## src/rtl/bct_pkg.sv

```systemverilog
package bct_pkg;
  localparam int CFG_W       = 8;
  localparam int FIELD_W     = 2;
  localparam int SECOND_W    = 3;
  localparam int FIELD_LSB   = 3;
  localparam int SECOND_LSB  = 0;
  localparam int REC_BIT     = 6;
  localparam logic [CFG_W-1:0] CFG_RESET = 8'h03;
  localparam logic [CFG_W-1:0] CFG_KEEP  = 8'h5F;
  // longest access: 4 setup + 7 strobe + 1 recovery
  localparam int MAX_CYCLES  = (1 << FIELD_W) + (1 << SECOND_W) - 1 + 1;
  localparam int CNT_W       = $clog2(MAX_CYCLES + 1);

  typedef struct packed {
    logic [FIELD_W-1:0]  first;
    logic [SECOND_W-1:0] second;
    logic                recover;
    logic                bad;
  } timing_t;
endpackage

```

## src/rtl/bct_cfg_regs.sv

```systemverilog
module bct_cfg_regs
  import bct_pkg::*;
#(
  parameter int NUM_SPACES = 4
) (
  input  logic                          clk,
  input  logic                          rst,
  input  logic                          wr_en,
  input  logic [$clog2(NUM_SPACES)-1:0] wr_sel,
  input  logic [CFG_W-1:0]              wr_data,
  output logic [CFG_W-1:0]              rd_data,
  input  logic [$clog2(NUM_SPACES)-1:0] acc_sel,
  output logic [CFG_W-1:0]              acc_word
);
  localparam int SEL_W = $clog2(NUM_SPACES);

  logic [CFG_W-1:0] words [NUM_SPACES];

  for (genvar g = 0; g < NUM_SPACES; g++) begin : g_word
    always_ff @(posedge clk) begin
      if (rst)
        words[g] <= CFG_RESET;
      else if (wr_en && (wr_sel == SEL_W'(g)))
        words[g] <= wr_data & CFG_KEEP;
    end
  end

  assign rd_data  = words[wr_sel];
  assign acc_word = words[acc_sel];

  assert_dropped_bits_R2: assert property (@(posedge clk) disable iff (rst)
    wr_en |=> ((words[$past(wr_sel)] & ~CFG_KEEP) == '0));
endmodule

```

## src/rtl/bct_decode.sv

```systemverilog
module bct_decode
  import bct_pkg::*;
(
  input  logic [CFG_W-1:0] word,
  input  logic             mux,
  output timing_t          tim
);
  logic [FIELD_W-1:0]  fld;
  logic [SECOND_W-1:0] sec;
  logic                sep_ok;
  logic                mux_ok;
  logic                ok;

  always_comb begin
    fld    = word[FIELD_LSB +: FIELD_W];
    sec    = word[SECOND_LSB +: SECOND_W];
    sep_ok = ((fld == 2'd0) && (sec >= 3'd1) && (sec <= 3'd6)) ||
             ((fld == 2'd1) && (sec >= 3'd2) && (sec <= 3'd5)) ||
             ((fld == 2'd2) && (sec >= 3'd3) && (sec <= 3'd6));
    mux_ok = sep_ok && (fld != 2'd0) && (sec <= 3'd5);
    ok     = mux ? mux_ok : sep_ok;
    tim.first   = ok ? (fld + 2'd1) : 2'd1;
    tim.second  = ok ? sec : 3'd3;
    tim.recover = word[REC_BIT];
    tim.bad     = ~ok;
  end
endmodule

```

## src/rtl/bct_seq.sv

```systemverilog
module bct_seq
  import bct_pkg::*;
(
  input  logic             clk,
  input  logic             rst,
  input  logic             start,
  input  logic [CNT_W-1:0] ld_first,
  input  logic [CNT_W-1:0] ld_body,
  input  logic [CNT_W-1:0] ld_end,
  input  logic             ld_ext,
  input  logic             ld_read,
  output logic             rd_n,
  output logic             wr_n,
  output logic             busy,
  output logic             done
);
  logic             busy_q, busy_n;
  logic [CNT_W-1:0] cnt_q, cnt_n;
  logic [CNT_W-1:0] first_q, first_n;
  logic [CNT_W-1:0] body_q, body_n;
  logic [CNT_W-1:0] end_q, end_n;
  logic             ext_q, ext_n;
  logic             read_q, read_n;
  logic             low_n;
  logic             rd_n_q, wr_n_q, done_q;

  always_comb begin
    busy_n  = busy_q;
    cnt_n   = cnt_q;
    first_n = first_q;
    body_n  = body_q;
    end_n   = end_q;
    ext_n   = ext_q;
    read_n  = read_q;
    if (start) begin
      busy_n  = 1'b1;
      cnt_n   = CNT_W'(1);
      first_n = ld_first;
      body_n  = ld_body;
      end_n   = ld_end;
      ext_n   = ld_ext;
      read_n  = ld_read;
    end else if (busy_q) begin
      if (cnt_q == end_q) begin
        busy_n = 1'b0;
        cnt_n  = '0;
      end else begin
        cnt_n = cnt_q + CNT_W'(1);
      end
    end
    low_n = busy_n && ext_n && (cnt_n > first_n) && (cnt_n <= body_n);
  end

  always_ff @(posedge clk) begin
    if (rst) begin
      busy_q  <= 1'b0;
      cnt_q   <= '0;
      first_q <= '0;
      body_q  <= '0;
      end_q   <= '0;
      ext_q   <= 1'b0;
      read_q  <= 1'b0;
      rd_n_q  <= 1'b1;
      wr_n_q  <= 1'b1;
      done_q  <= 1'b0;
    end else begin
      busy_q  <= busy_n;
      cnt_q   <= cnt_n;
      first_q <= first_n;
      body_q  <= body_n;
      end_q   <= end_n;
      ext_q   <= ext_n;
      read_q  <= read_n;
      rd_n_q  <= ~(low_n && read_n);
      wr_n_q  <= ~(low_n && !read_n);
      done_q  <= busy_n && (cnt_n == end_n);
    end
  end

  assign rd_n = rd_n_q;
  assign wr_n = wr_n_q;
  assign busy = busy_q;
  assign done = done_q;

  assert_one_strobe_R3: assert property (@(posedge clk) disable iff (rst)
    !(!rd_n && !wr_n));
  assert_strobe_in_access_R3: assert property (@(posedge clk) disable iff (rst)
    (!rd_n || !wr_n) |-> busy);
  assert_no_overlap_start_R10: assert property (@(posedge clk) disable iff (rst)
    start |-> !busy);
  assert_done_inside_R10: assert property (@(posedge clk) disable iff (rst)
    done |-> busy);
  assert_release_after_done_R10: assert property (@(posedge clk) disable iff (rst)
    done |=> !busy);
  assert_hold_until_done_R10: assert property (@(posedge clk) disable iff (rst)
    (busy && !done) |=> busy);
  assert_recovery_quiet_R7: assert property (@(posedge clk) disable iff (rst)
    (done && ext_q && (end_q != body_q)) |-> (rd_n && wr_n));
endmodule

```

## src/rtl/bus_cycle_timer.sv

```systemverilog
module bus_cycle_timer
  import bct_pkg::*;
#(
  parameter int NUM_SPACES = 4
) (
  input  logic                          clk,
  input  logic                          rst,
  input  logic                          cfg_we,
  input  logic [$clog2(NUM_SPACES)-1:0] cfg_addr,
  input  logic [CFG_W-1:0]              cfg_wdata,
  output logic [CFG_W-1:0]              cfg_rdata,
  input  logic                          req,
  input  logic [$clog2(NUM_SPACES):0]   region,
  input  logic                          rw,
  input  logic                          mem_wait,
  input  logic                          sfr_wait,
  input  logic                          mux_mode,
  output logic                          rd_n,
  output logic                          wr_n,
  output logic                          busy,
  output logic                          done,
  output logic                          cfg_err
);
  localparam int SEL_W = $clog2(NUM_SPACES);

  logic [CFG_W-1:0] acc_word;
  timing_t          tim;
  logic             ext;
  logic             is_sfr;
  logic             accept;
  logic [CNT_W-1:0] n_int;
  logic [CNT_W-1:0] ext_body;
  logic [CNT_W-1:0] ld_first, ld_body, ld_end;
  logic             err_q;

  bct_cfg_regs #(.NUM_SPACES(NUM_SPACES)) u_regs (
    .clk      (clk),
    .rst      (rst),
    .wr_en    (cfg_we),
    .wr_sel   (cfg_addr),
    .wr_data  (cfg_wdata),
    .rd_data  (cfg_rdata),
    .acc_sel  (region[SEL_W-1:0]),
    .acc_word (acc_word)
  );

  bct_decode u_dec (
    .word (acc_word),
    .mux  (mux_mode),
    .tim  (tim)
  );

  always_comb begin
    ext      = ~region[SEL_W];
    is_sfr   = region[SEL_W-1];
    accept   = req && !busy;
    if (is_sfr) n_int = sfr_wait ? CNT_W'(3) : CNT_W'(2);
    else        n_int = mem_wait ? CNT_W'(2) : CNT_W'(1);
    ext_body = CNT_W'(tim.first) + CNT_W'(tim.second);
    ld_first = ext ? CNT_W'(tim.first) : n_int;
    ld_body  = ext ? ext_body : n_int;
    ld_end   = ext ? (ext_body + CNT_W'(tim.recover)) : n_int;
  end

  bct_seq u_seq (
    .clk      (clk),
    .rst      (rst),
    .start    (accept),
    .ld_first (ld_first),
    .ld_body  (ld_body),
    .ld_end   (ld_end),
    .ld_ext   (ext),
    .ld_read  (rw),
    .rd_n     (rd_n),
    .wr_n     (wr_n),
    .busy     (busy),
    .done     (done)
  );

  always_ff @(posedge clk) begin
    if (rst)
      err_q <= 1'b0;
    else if (accept && ext && tim.bad)
      err_q <= 1'b1;
  end

  assign cfg_err = err_q;

  assert_err_sticky_R6: assert property (@(posedge clk) disable iff (rst)
    cfg_err |=> cfg_err);
  assert_accept_R10: assert property (@(posedge clk) disable iff (rst)
    (req && !busy) |=> busy);
  assert_internal_quiet_R8: assert property (@(posedge clk) disable iff (rst)
    (req && !busy && region[SEL_W]) |=> (rd_n && wr_n));
endmodule

```

## config.mk

```make
export PLATFORM = sky130hd
export DESIGN_NAME = bus_cycle_timer
export DESIGN_NICKNAME = d
export VERILOG_FILES = /design/src/rtl/bct_pkg.sv /design/src/rtl/bct_cfg_regs.sv /design/src/rtl/bct_decode.sv /design/src/rtl/bct_seq.sv /design/src/rtl/bus_cycle_timer.sv
export SDC_FILE = /design/constraint.sdc
export NUM_CORES = 1
export LEC_CHECK = 0
export BUFFER_PORTS_ARGS = -buffer_cell sky130_fd_sc_hd__buf_4
export CAP_MARGIN = 20
export CORE_MARGIN = 5
export CORE_UTILIZATION = 30
export CTS_BUF_LIST = sky130_fd_sc_hd__clkbuf_4
export CTS_CLUSTER_DIAMETER = 100
export DETAILED_ROUTE_END_ITERATION = 8
export PLACE_DENSITY = 0.49
export SETUP_SLACK_MARGIN = 0.3
export SLEW_MARGIN = 20
export SYNTH_ARGS = -nofsm -noshare
export SYNTH_HDL_FRONTEND = slang
export SYNTH_SLANG_ARGS = --single-unit
```

## constraint.sdc

```tcl
create_clock -name clk -period 7.8 [get_ports clk]
set_input_delay 0 -clock clk [delete_from_list [all_inputs] [get_ports clk]]
set_output_delay 0 -clock clk [all_outputs]
set_load 0.01 [all_outputs]
```

==> reports/summary.txt, run 1 <==
Post-DR wirelength/cell = 16.3 um
Slew @ Worst Pin = 963 ps
Syn_area_per_cell = 10.7 um^2
Vias per std cell = 5.09
1st-iter DRT viols = 72
H-tree Lvls = 2
Worst skew pair latency = 370 ps
Multi-input logic area = 1490 um^2
Crit-path slowest cell = mux4_1
Most common cell on crit path = inv_1
Comb pwr share = 0.303
Post-CTS setup repair buffer count = 0
Layout cell share with drive strength beyond 1 = 0.178
CTS clk-pin slew, worst paths = 160 ps
Die height = 106 um
Req. time, crit path = 8050 ps
HP Class = input pin to flip-flop
Leading area contributor after synthesis = edfxtp_1
Layout overhead on the synthesized area = 15.5%
Post-Synth Adder-Cell Area = 0.0794
Clock power share = 0.206
Yosys reg bits = 47
Core Box Area = 9110 um^2
Largest net degree at the start of global routing = 27
Final setup viols = 0
Status = finished, final reports clean
Nets = 329
Die W = 106 um
Die area = 11300 um^2
Sequential area share after synthesis = 0.426
Pwr Density = 184 nW/um^2
Hold_ws = 108 ps
Critical Path Max Stage Delay = 610 ps
Final period util = 0.659
Worst EP arrival = 5390 ps
First-pass GRT wire length = 10700 um
Cell Chain, Critical Path = mux4_1, inv_1, ha_1, nor2_1, o311ai_0, o41ai_1, nor3_2, and2_1, inv_1, fa_1, inv_1, nor2_1, nor3_1, a21oi_1, ha_1, nor2b_1, o21a_1, o21a_1, o21ai_0, nor4b_1, nand2_1
Mapped Area = 2770 um^2
Register area = 1180 um^2
Crit path capture type = flip-flop
DRC viols = 0
Total number of yosys warnings = 0
Post-synthesis xor/xnor area fraction = 0.0284
Clock Sinks = 47
Filler instances = 957
Peak VDD IR = 0.0674 mV
Max-slew violations = 0
Detail Route Antenna Nets = 0
Total CTS buffers = 5
CP max FO = 7
Final Hold Fails = 0
WL final = 6550 um
Post-synth top cells = edfxtp_1, dfxtp_1, nor2_1
Min Tclk post-route = 5140 ps
Relative slew slack = 0.353
Utilization after layout = 0.352
Via count = 2051
Part of the power in registers = 0.491
I/O pin count = 34
Post-synthesis simple-gate area fraction = 0.207
Post-Syn Instances = 260
Synth Flop Type = edfxtp_1
Vias in the first global route = 2065
HPWL after DPL = 4790 um
Post-DP Area = 3070 um^2
Final setup TNS = 0 ps
Worst clock skew = 20.2 ps
Fmax = 195 MHz
CTS tree = built
Sw frac = 0.328
ANT cells = 0
Distinct cells, synth = 54
Lkg Pwr = 1.22 nW
Synth area leaders = edfxtp_1, dfxtp_1, ha_1
1st-pass router iterations = 4
CP Launch Type = flip-flop
PortBufs = 29
Design Area, Final = 3200 um^2
Number of synthesized flops with an enable pin = 24
Post-synthesis compound-gate area fraction = 0.112
Grt total ovfl = 0
CP top delay family = simple AND/OR/NAND/NOR gates
Root Driver = clkbuf_4
Internal power = 0.396 mW
MaxCap Viol Count = 0
RePlAce Congestion = 0.806
Initial Util = 0.305
Initial antenna violation count = 0
WS Path Type = flip-flop to flip-flop
Worst path bufs/invs = 3
Row count = 35
Multiplexer share of the synthesized area = 0.106
Switching power = 0.193 mW
Post-synth ARST share = 0
Largest family of logic cells by synthesized area = simple AND/OR/NAND/NOR gates
GRT Resource Usage Total = 0.120
Unrepaired setup endpoints after global routing = no
Count leader, synth = edfxtp_1
Synth top area share = 0.260
Maximum clock insertion buffer count = 2
## area by class of cell
cell class / instances / area share
clock buffer: 5 / 0.0117
timing repair buffer: 37 / 0.0930
sequential: 47 / 0.369
clock inverter: 3 / 0.00625
tap: 111 / 0.0434
inverter: 11 / 0.0129
multi-input combinational: 189 / 0.464
## path summary, 6_finish.rpt
| path | start | cells past startpoint | slack, ps | end |
|---|---|---|---|---|
| hold reg to reg | cfg_err | 2 | 460 | cfg_err |
| setup / recovery | u_regs.words[2][3] | 21 | 2660 | u_seq.wr_n |
| setup reg to reg | u_regs.words[2][3] | 21 | 2660 | u_seq.wr_n |
| hold / removal | req | 4 | 110 | u_seq.busy |
## cell usage in the layout (no fill, tap or decap), drive strengths merged, types with 5 or more instances in the layout
master and count:
nor2b 9, xnor2 8, buf 29, nand2b 13
and2 17, nor2 23, ha 16, inv 11
edfxtp 24, a21oi 9, nor3 13, nand2 15
dfxtp 23, mux4 12, clkbuf 5, dlygate4sd3 8
## power by group through the flow
stage	combinational, mW	clock (mW)	sequential [mW]
floorplan	0.128	0	0.291
global placement	0.174	0	0.294
detailed placement	0.176	0	0.295
CTS	0.180	0.126	0.289
global route	0.203	0.135	0.291
finish	0.179	0.121	0.289
## flip-flops by register name, indices dropped and copies added (netlist names), 4 cells and up
register and flops:
u_regs.words 24, u_seq.body_q 4, u_seq.cnt_q 4, u_seq.end_q 4, u_seq.first_q 4
## kinds of logic (layout without fill, tap and decap cells)
logic type | Yosys count | count (layout)
flip-flops | 47 | 47
other | 1 | 2
XOR/XNOR | 9 | 9
AO/OA/AOI/OAI | 42 | 42
adder cells (fa/ha/maj) | 17 | 17
AND/OR/NAND/NOR | 106 | 106
buffers and inverters | 25 | 56
multiplexers | 13 | 13
## per-stage QoR
stage	power (mW)	setup slack [ps]	instances
final	0.589	2660	403
after global routing	0.629	2140	403
after CTS	0.595	2620	403
after detailed placement	0.471	2660	387
after global placement	0.469	2720	387
after floorplan	0.419	3340	261
## repair_timing
action,CTS,global route
hold buffers,8,0
gates resized for setup,0,0
endpoints found under the hold margin,44,0
## worst min-delay path, cell delays in order
cell and delay, ps:
buf_4 110, nor2_1 60, o21bai_1 190, nor2_1 90
## routing by layer
metal,vias to the layer above,routed length [um],global-route usage
met5,-,0,0
met4,0,62,0.0278
met3,5,282,0.0213
met2,39,3250,0.207
met1,994,2960,0.157
li1,1013,-,-
No activity file was read; power rests on OpenSTA's default activity.
==> run 2, diff against run 1 <==
- clock period: 7.8 -> 4.8 ns (I/O delays scaled with it)
==> reports/summary.txt, run 2 (same netlist as run 1, synthesis figures left out) <==
Hold-critical path depth = 5 (was 4)
Crit-path slowest cell = or4b_2 (was mux4_1)
I/O pin count = 34 (unchanged)
First-pass GRT wire length = 10900 um (was 10700 um)
Largest net degree at the start of global routing = 27 (unchanged)
Nets = 342 (was 329)
Status = finished, final reports clean (unchanged)
Row count = 35 (unchanged)
WL final = 6650 um (was 6550 um)
Die height = 106 um (unchanged)
DRC viols = 0 (unchanged)
Grt total ovfl = 0 (unchanged)
Total CTS buffers = 5 (unchanged)
Flop2flop setup slack = 410 ps (was 2660 ps)
Most frequent cells in the layout = buf_4, edfxtp_1, dfxtp_1 (was buf_4, edfxtp_1, nor2_1, dfxtp_1, and2_1)
Commonest non-fill, non-tap cell in the layout = buf_4 (unchanged)
HPWL after DPL = 4800 um (was 4790 um)
Crit path capture type = flip-flop (unchanged)
Vias per std cell = 4.99 (was 5.09)
Vias in the first global route = 2091 (was 2065)
Maximum clock insertion buffer count = 2 (unchanged)
PortBufs = 29 (unchanged)
Max reg flops = 24 (unchanged)
Die area = 11300 um^2 (unchanged)
Worst skew pair latency = 370 ps (about the same)
Slew @ Worst Pin = 874 ps (was 963 ps)
Critical Path Max Stage Delay = 690 ps (was 610 ps)
GRT Resource Usage Total = 0.122 (was 0.120)
Initial antenna violation count = 0 (unchanged)
CTS clk-pin slew, worst paths = 150 ps (was 160 ps)
R2R depth = 17 (was 21)
H-tree Lvls = 2 (unchanged)
RePlAce Congestion = 0.794 (was 0.806)
Hold path startpoint = mem_wait (was req)
1st-iter DRT viols = 94 (was 72)
Total power = 1.02 mW (was 0.589 mW)
MaxCap Viol Count = 0 (unchanged)
CP max FO = 4 (was 7)
CP top delay family = simple AND/OR/NAND/NOR gates (unchanged)
Post-DR wirelength/cell = 16.0 um (was 16.3 um)
Critical path depth = 17 (was 21)
Relative slew slack = 0.413 (was 0.353)
Pwr Density = 301 nW/um^2 (was 184 nW/um^2)
Via count = 2076 (was 2051)
Req. time, crit path = 5090 ps (was 8050 ps)
Worst clock skew = 14.6 ps (was 20.2 ps)
HP Class = input pin to flip-flop (unchanged)
RR Endpoint = u_seq.done (was u_seq.wr_n)
Worst path bufs/invs = 3 (unchanged)
Min Tclk post-route = 4390 ps (was 5140 ps)
Clock Sinks = 47 (unchanged)
Lkg Pwr = 1.30 nW (was 1.22 nW)
CTS tree = built (unchanged)
Layout cell share with drive strength beyond 1 = 0.275 (was 0.178)
Peak VDD IR = 0.114 mV (was 0.0674 mV)
Final Hold Fails = 0 (unchanged)
Worst EP arrival = 4680 ps (was 5390 ps)
Worst flop-to-flop path startpoint = u_regs.words[3][3] (was u_regs.words[2][3])
Fmax = 228 MHz (was 195 MHz)
Max-slew violations = 0 (unchanged)
CP Launch Type = flip-flop (unchanged)
Final period util = 0.915 (was 0.659)
Initial Util = 0.305 (unchanged)
1st-pass router iterations = 4 (unchanged)
Largest Register = u_regs.words (unchanged)
Layout overhead on the synthesized area = 22.0% (was 15.5%)
ANT cells = 0 (unchanged)
Worst hold endpoint = u_seq.body_q[1] (was u_seq.busy)
Cell Chain, Critical Path = mux4_2, inv_4, ha_4, nor2_2, o311ai_2, o41ai_2, nor3_2, and2_1, inv_1, fa_1, inv_2, ha_1, or4b_2, nor3_2, a2111oi_2, xor2_1, and4_1 (was mux4_1, inv_1, ha_1, nor2_1, o311ai_0, o41ai_1, nor3_2, and2_1, inv_1, fa_1, inv_1, nor2_1, nor3_1, a21oi_1, ha_1, nor2b_1, o21a_1, o21a_1, o21ai_0, nor4b_1, nand2_1)
Core Box Area = 9110 um^2 (unchanged)
Die W = 106 um (unchanged)
Unrepaired setup endpoints after global routing = yes (was no)
Detail Route Antenna Nets = 0 (unchanged)
Final setup TNS = 0 ps (unchanged)
Most common cell on crit path = nor3_2 (was inv_1)
Final setup viols = 0 (unchanged)
Root Driver = clkbuf_4 (unchanged)
WS Path Type = flip-flop to flip-flop (unchanged)
## run 2: cell count changes in the layout (fill, tap and decap cells not counted), sizes merged
cell  before  now
buf       29   42
## run 2: layout make-up
class / instances / area [um^2]
Multi-Input combinational cell: 189 / 1570
Inverter: 11 / 43.8
Tap cell: 111 / 139
Sequential cell: 47 / 1180
Clock inverter: 3 / 20.0
Fill cell: 922 / 5730
Clock buffer: 5 / 37.5
Timing Repair Buffer: 50 / 395
## run 2: repair_timing
action                                 4_1_cts  5_1_grt
hold buffers                                 8        0
buffers inserted                             2        6
endpoints found under the hold margin       42        0
pin swaps                                    2       12
gates resized for setup                      3       23
setup endpoints to repair                    3        4
## run 2: power by group
group / switching, mW / internal [mW] / leakage (nW) / total [mW]
clock network: 0.140 / 0.0565 / 0.0288 / 0.197
registers: 0.0181 / 0.452 / 0.424 / 0.470
logic: 0.177 / 0.174 / 0.845 / 0.351
total: 0.335 / 0.683 / 1.30 / 1.02
## run 2: layer usage
layer	vias to the layer above	share of wire	wire length [um]	global-route usage
met5	-	0	0	0
met1	998	0.45	2990	0.155
met4	0	0.0086	57	0.0305
li1	1040	-	-	-
met2	32	0.50	3350	0.210
met3	6	0.038	254	0.0285
## run 2: worst register-to-register path, cell delays in order (launching register included)
cell       delay, ps
edfxtp_1         420
mux4_2           530
inv_4            100
ha_4             140
nor2_2            50
o311ai_2         220
o41ai_2          120
nor3_2           250
and2_1           210
inv_1             80
fa_1             570
inv_2             50
ha_1             240
or4b_2           690
nor3_2           150
a2111oi_2         80
xor2_1           180
and4_1           220
## run 2: worst max path at each step
| stage | startpoint | endpoint | slack, ps |
|---|---|---|---|
| 6_report | u_regs.words[3][3] | u_seq.done | 410 |
| 5_1_grt | u_regs.words[3][3] | u_seq.rd_n | 120 |
| 4_1_cts | u_regs.words[2][3] | u_seq.rd_n | 310 |
| 3_5_place_dp | u_regs.words[2][3] | u_seq.rd_n | 40 |
| 3_3_place_gp | u_regs.words[3][3] | u_seq.rd_n | 130 |
| 2_1_floorplan | u_regs.words[1][3] | u_seq.done | 340 |
## run 2: metrics by stage
stage	instance area [um^2]	hold WS (ps)	util	worst slack, ps	cells
6_report	3380	87.2	0.371	406	416
3_5_place_dp	3100	289	0.341	41.2	392
4_1_cts	3270	91.0	0.359	307	410
2_1_floorplan	2780	160	-	335	261
3_3_place_gp	3100	281	0.341	132	392
5_1_grt	3380	101	0.371	115	416
==> run 3, diff against run 2 <==
- ABC_AREA: default -> 1
==> reports/summary.txt, run 3 <==
Status = finished, final reports clean (unchanged)
Final setup viols = 0 (unchanged)
RePlAce Congestion = 0.824 (was 0.794)
Max-slew violations = 0 (unchanged)
Detail Route Antenna Nets = 0 (unchanged)
Crit path from = u_regs.words[1][3] (was u_regs.words[3][3])
Maximum clock insertion buffer count = 2 (unchanged)
Leading area contributor after synthesis = edfxtp_1 (unchanged)
Largest net degree at the start of global routing = 26 (was 27)
Total CTS buffers = 5 (unchanged)
Fmax = 254 MHz (was 228 MHz)
Core Box Area = 9590 um^2 (was 9110 um^2)
Vias in the first global route = 2309 (was 2091)
Worst skew pair latency = 360 ps (was 370 ps)
Total power = 0.986 mW (was 1.02 mW)
Most frequent cells in the layout = nand2_1, nor2_1, inv_1 (was buf_4, edfxtp_1, dfxtp_1)
Worst EP arrival = 4190 ps (was 4680 ps)
WL final = 6660 um (was 6650 um)
Unrepaired setup endpoints after global routing = no (was yes)
WS Path Type = flip-flop to flip-flop (unchanged)
Mapped Area = 2900 um^2 (was 2770 um^2)
Initial antenna violation count = 0 (unchanged)
Post-Syn Instances = 361 (was 260)
R2R depth = 25 (was 17)
Layout overhead on the synthesized area = 16.5% (was 22.0%)
Design Area, Final = 3380 um^2 (about the same)
Min Tclk post-route = 3940 ps (was 4390 ps)
Lkg Pwr = 1.56 nW (was 1.30 nW)
Sequential area share after synthesis = 0.407 (was 0.426)
Max reg flops = 24 (unchanged)
Row count = 36 (was 35)
Filler instances = 1015 (was 922)
Distinct cells, synth = 38 (was 54)
DRC viols = 0 (unchanged)
Peak VDD IR = 0.108 mV (was 0.114 mV)
Crit path capture type = flip-flop (unchanged)
Worst flop-to-flop path startpoint = u_regs.words[1][3] (was u_regs.words[3][3])
Number of synthesized flops with an enable pin = 24 (unchanged)
Grt total ovfl = 0 (unchanged)
HP Class = input pin to flip-flop (unchanged)
CP max FO = 4 (unchanged)
Initial Util = 0.303 (was 0.305)
Post-DR wirelength/cell = 12.5 um (was 16.0 um)
Req. time, crit path = 5050 ps (was 5090 ps)
Clock Sinks = 47 (unchanged)
Final Hold Fails = 0 (unchanged)
Hold path startpoint = cfg_we (was mem_wait)
CTS tree = built (unchanged)
Layout cell share with drive strength beyond 1 = 0.200 (was 0.275)
Synth top area share = 0.248 (was 0.260)
Post-synth top cells = nand2_1, nor2_1, inv_1 (was edfxtp_1, dfxtp_1, nor2_1)
First-pass GRT wire length = 11100 um (was 10900 um)
H-tree Lvls = 2 (unchanged)
Final period util = 0.821 (was 0.915)
1st-pass router iterations = 4 (unchanged)
Pwr Density = 292 nW/um^2 (was 301 nW/um^2)
Synth area leaders = edfxtp_1, dfxtp_1, nand2_1 (was edfxtp_1, dfxtp_1, ha_1)
1st-iter DRT viols = 164 (was 94)
Commonest non-fill, non-tap cell in the layout = nand2_1 (was buf_4)
I/O pin count = 34 (unchanged)
ANT cells = 0 (unchanged)
Synth Flop Type = edfxtp_1 (unchanged)
Critical Path Max Stage Delay = 490 ps (was 690 ps)
# resized after CTS = 0 (was 3)
CTS clk-pin slew, worst paths = 150 ps (about the same)
Vias per std cell = 4.43 (was 4.99)
CP Launch Type = flip-flop (unchanged)
PortBufs = 29 (unchanged)
Slew @ Worst Pin = 837 ps (was 874 ps)
Hold-critical path depth = 4 (was 5)
Worst clock skew = 12.9 ps (was 14.6 ps)
Hold Buf Count CTS = 9 (was 8)
Relative slew slack = 0.436 (was 0.413)
GRT Resource Usage Total = 0.119 (was 0.122)
Final setup TNS = 0 ps (unchanged)
Crit-path slowest cell = fa_1 (was or4b_2)
Post-synth ARST share = 0 (unchanged)
Total number of yosys warnings = 0 (unchanged)
Nets = 437 (was 342)
Post-DP Area = 3240 um^2 (was 3100 um^2)
Die height = 108 um (was 106 um)
Die area = 11700 um^2 (was 11300 um^2)
Most common cell on crit path = inv_1 (was nor3_2)
Largest Register = u_regs.words (unchanged)
Count leader, synth = nand2_1 (was edfxtp_1)
Post-CTS setup repair buffer count = 0 (was 2)
Via count = 2363 (was 2076)
MaxCap Viol Count = 0 (unchanged)
HPWL after DPL = 5240 um (was 4800 um)
Root Driver = clkbuf_4 (unchanged)
Yosys reg bits = 47 (unchanged)
Die W = 108 um (was 106 um)
Syn_area_per_cell = 8.04 um^2 (was 10.7 um^2)
==> run 3: final timing paths <==
kind | to | slack, ps
worst max-delay path | u_seq.wr_n | 860
worst min register to register | u_seq.first_q[2] | 470
worst min-delay path | u_regs.words[1][1] | 30
worst max register to register | u_seq.wr_n | 860
==> run 3: power breakdown <==
| part | internal (mW) | switching [mW] | total (mW) |
|---|---|---|---|
| Sequential | 0.453 | 0.0206 | 0.474 |
| Combinational | 0.125 | 0.192 | 0.318 |
| Clock | 0.0611 | 0.133 | 0.194 |
| Total | 0.640 | 0.346 | 0.986 |
==> run 3: logic make-up after synthesis <==
logic type      count (synthesis)  share of synthesized area
buf+inv                        62                     0.0897
other cells                     1                    0.00129
xor+xnor                        7                     0.0211
compound gates                 40                     0.0940
flops                          47                      0.407
fa+ha+maj                      17                     0.0759
simple gates                  186                      0.308
mux                             1                    0.00345
==> run 3: area by class of cell <==
cell class	count	area [um^2]	area share
Clock buffer	6	45.0	0.0133
Clock inverter	2	8.76	0.00259
Inverter	53	199	0.0588
Multi-Input combinational cell	253	1470	0.433
Sequential cell	47	1180	0.349
Tap cell	133	166	0.0492
Timing Repair Buffer	39	315	0.0933
==> run 3: worst max-delay path: cells and delay by family, from the launching register on <==
family / cells / cell delay, ps
AO/OA/AOI/OAI: 4 / 800
buffers and inverters: 7 / 500
flip-flops: 1 / 400
adder cells (fa/ha/maj): 4 / 1190
AND/OR/NAND/NOR: 10 / 930
==> run 3: per-layer routing <==
| layer | share of wire | routed length (um) | vias up | global-route usage |
|---|---|---|---|---|
| li1 | - | - | 1246 | - |
| met1 | 0.50 | 3350 | 1053 | 0.170 |
| met2 | 0.44 | 2960 | 57 | 0.184 |
| met3 | 0.038 | 251 | 7 | 0.0209 |
| met4 | 0.015 | 102 | 0 | 0.0352 |
| met5 | 0 | 0 | - | 0 |
==> run 3: stage by stage <==
| stage | instances | setup slack [ps] | hold slack [ps] | util |
|---|---|---|---|---|
| final | 533 | 861 | 34.8 | 0.352 |
| after global routing | 533 | 355 | 44.0 | 0.352 |
| after CTS | 533 | 798 | 25.8 | 0.352 |
| after detailed placement | 516 | 794 | 268 | 0.337 |
| after global placement | 516 | 830 | 263 | 0.337 |
| after floorplan | 362 | 1330 | 164 | - |
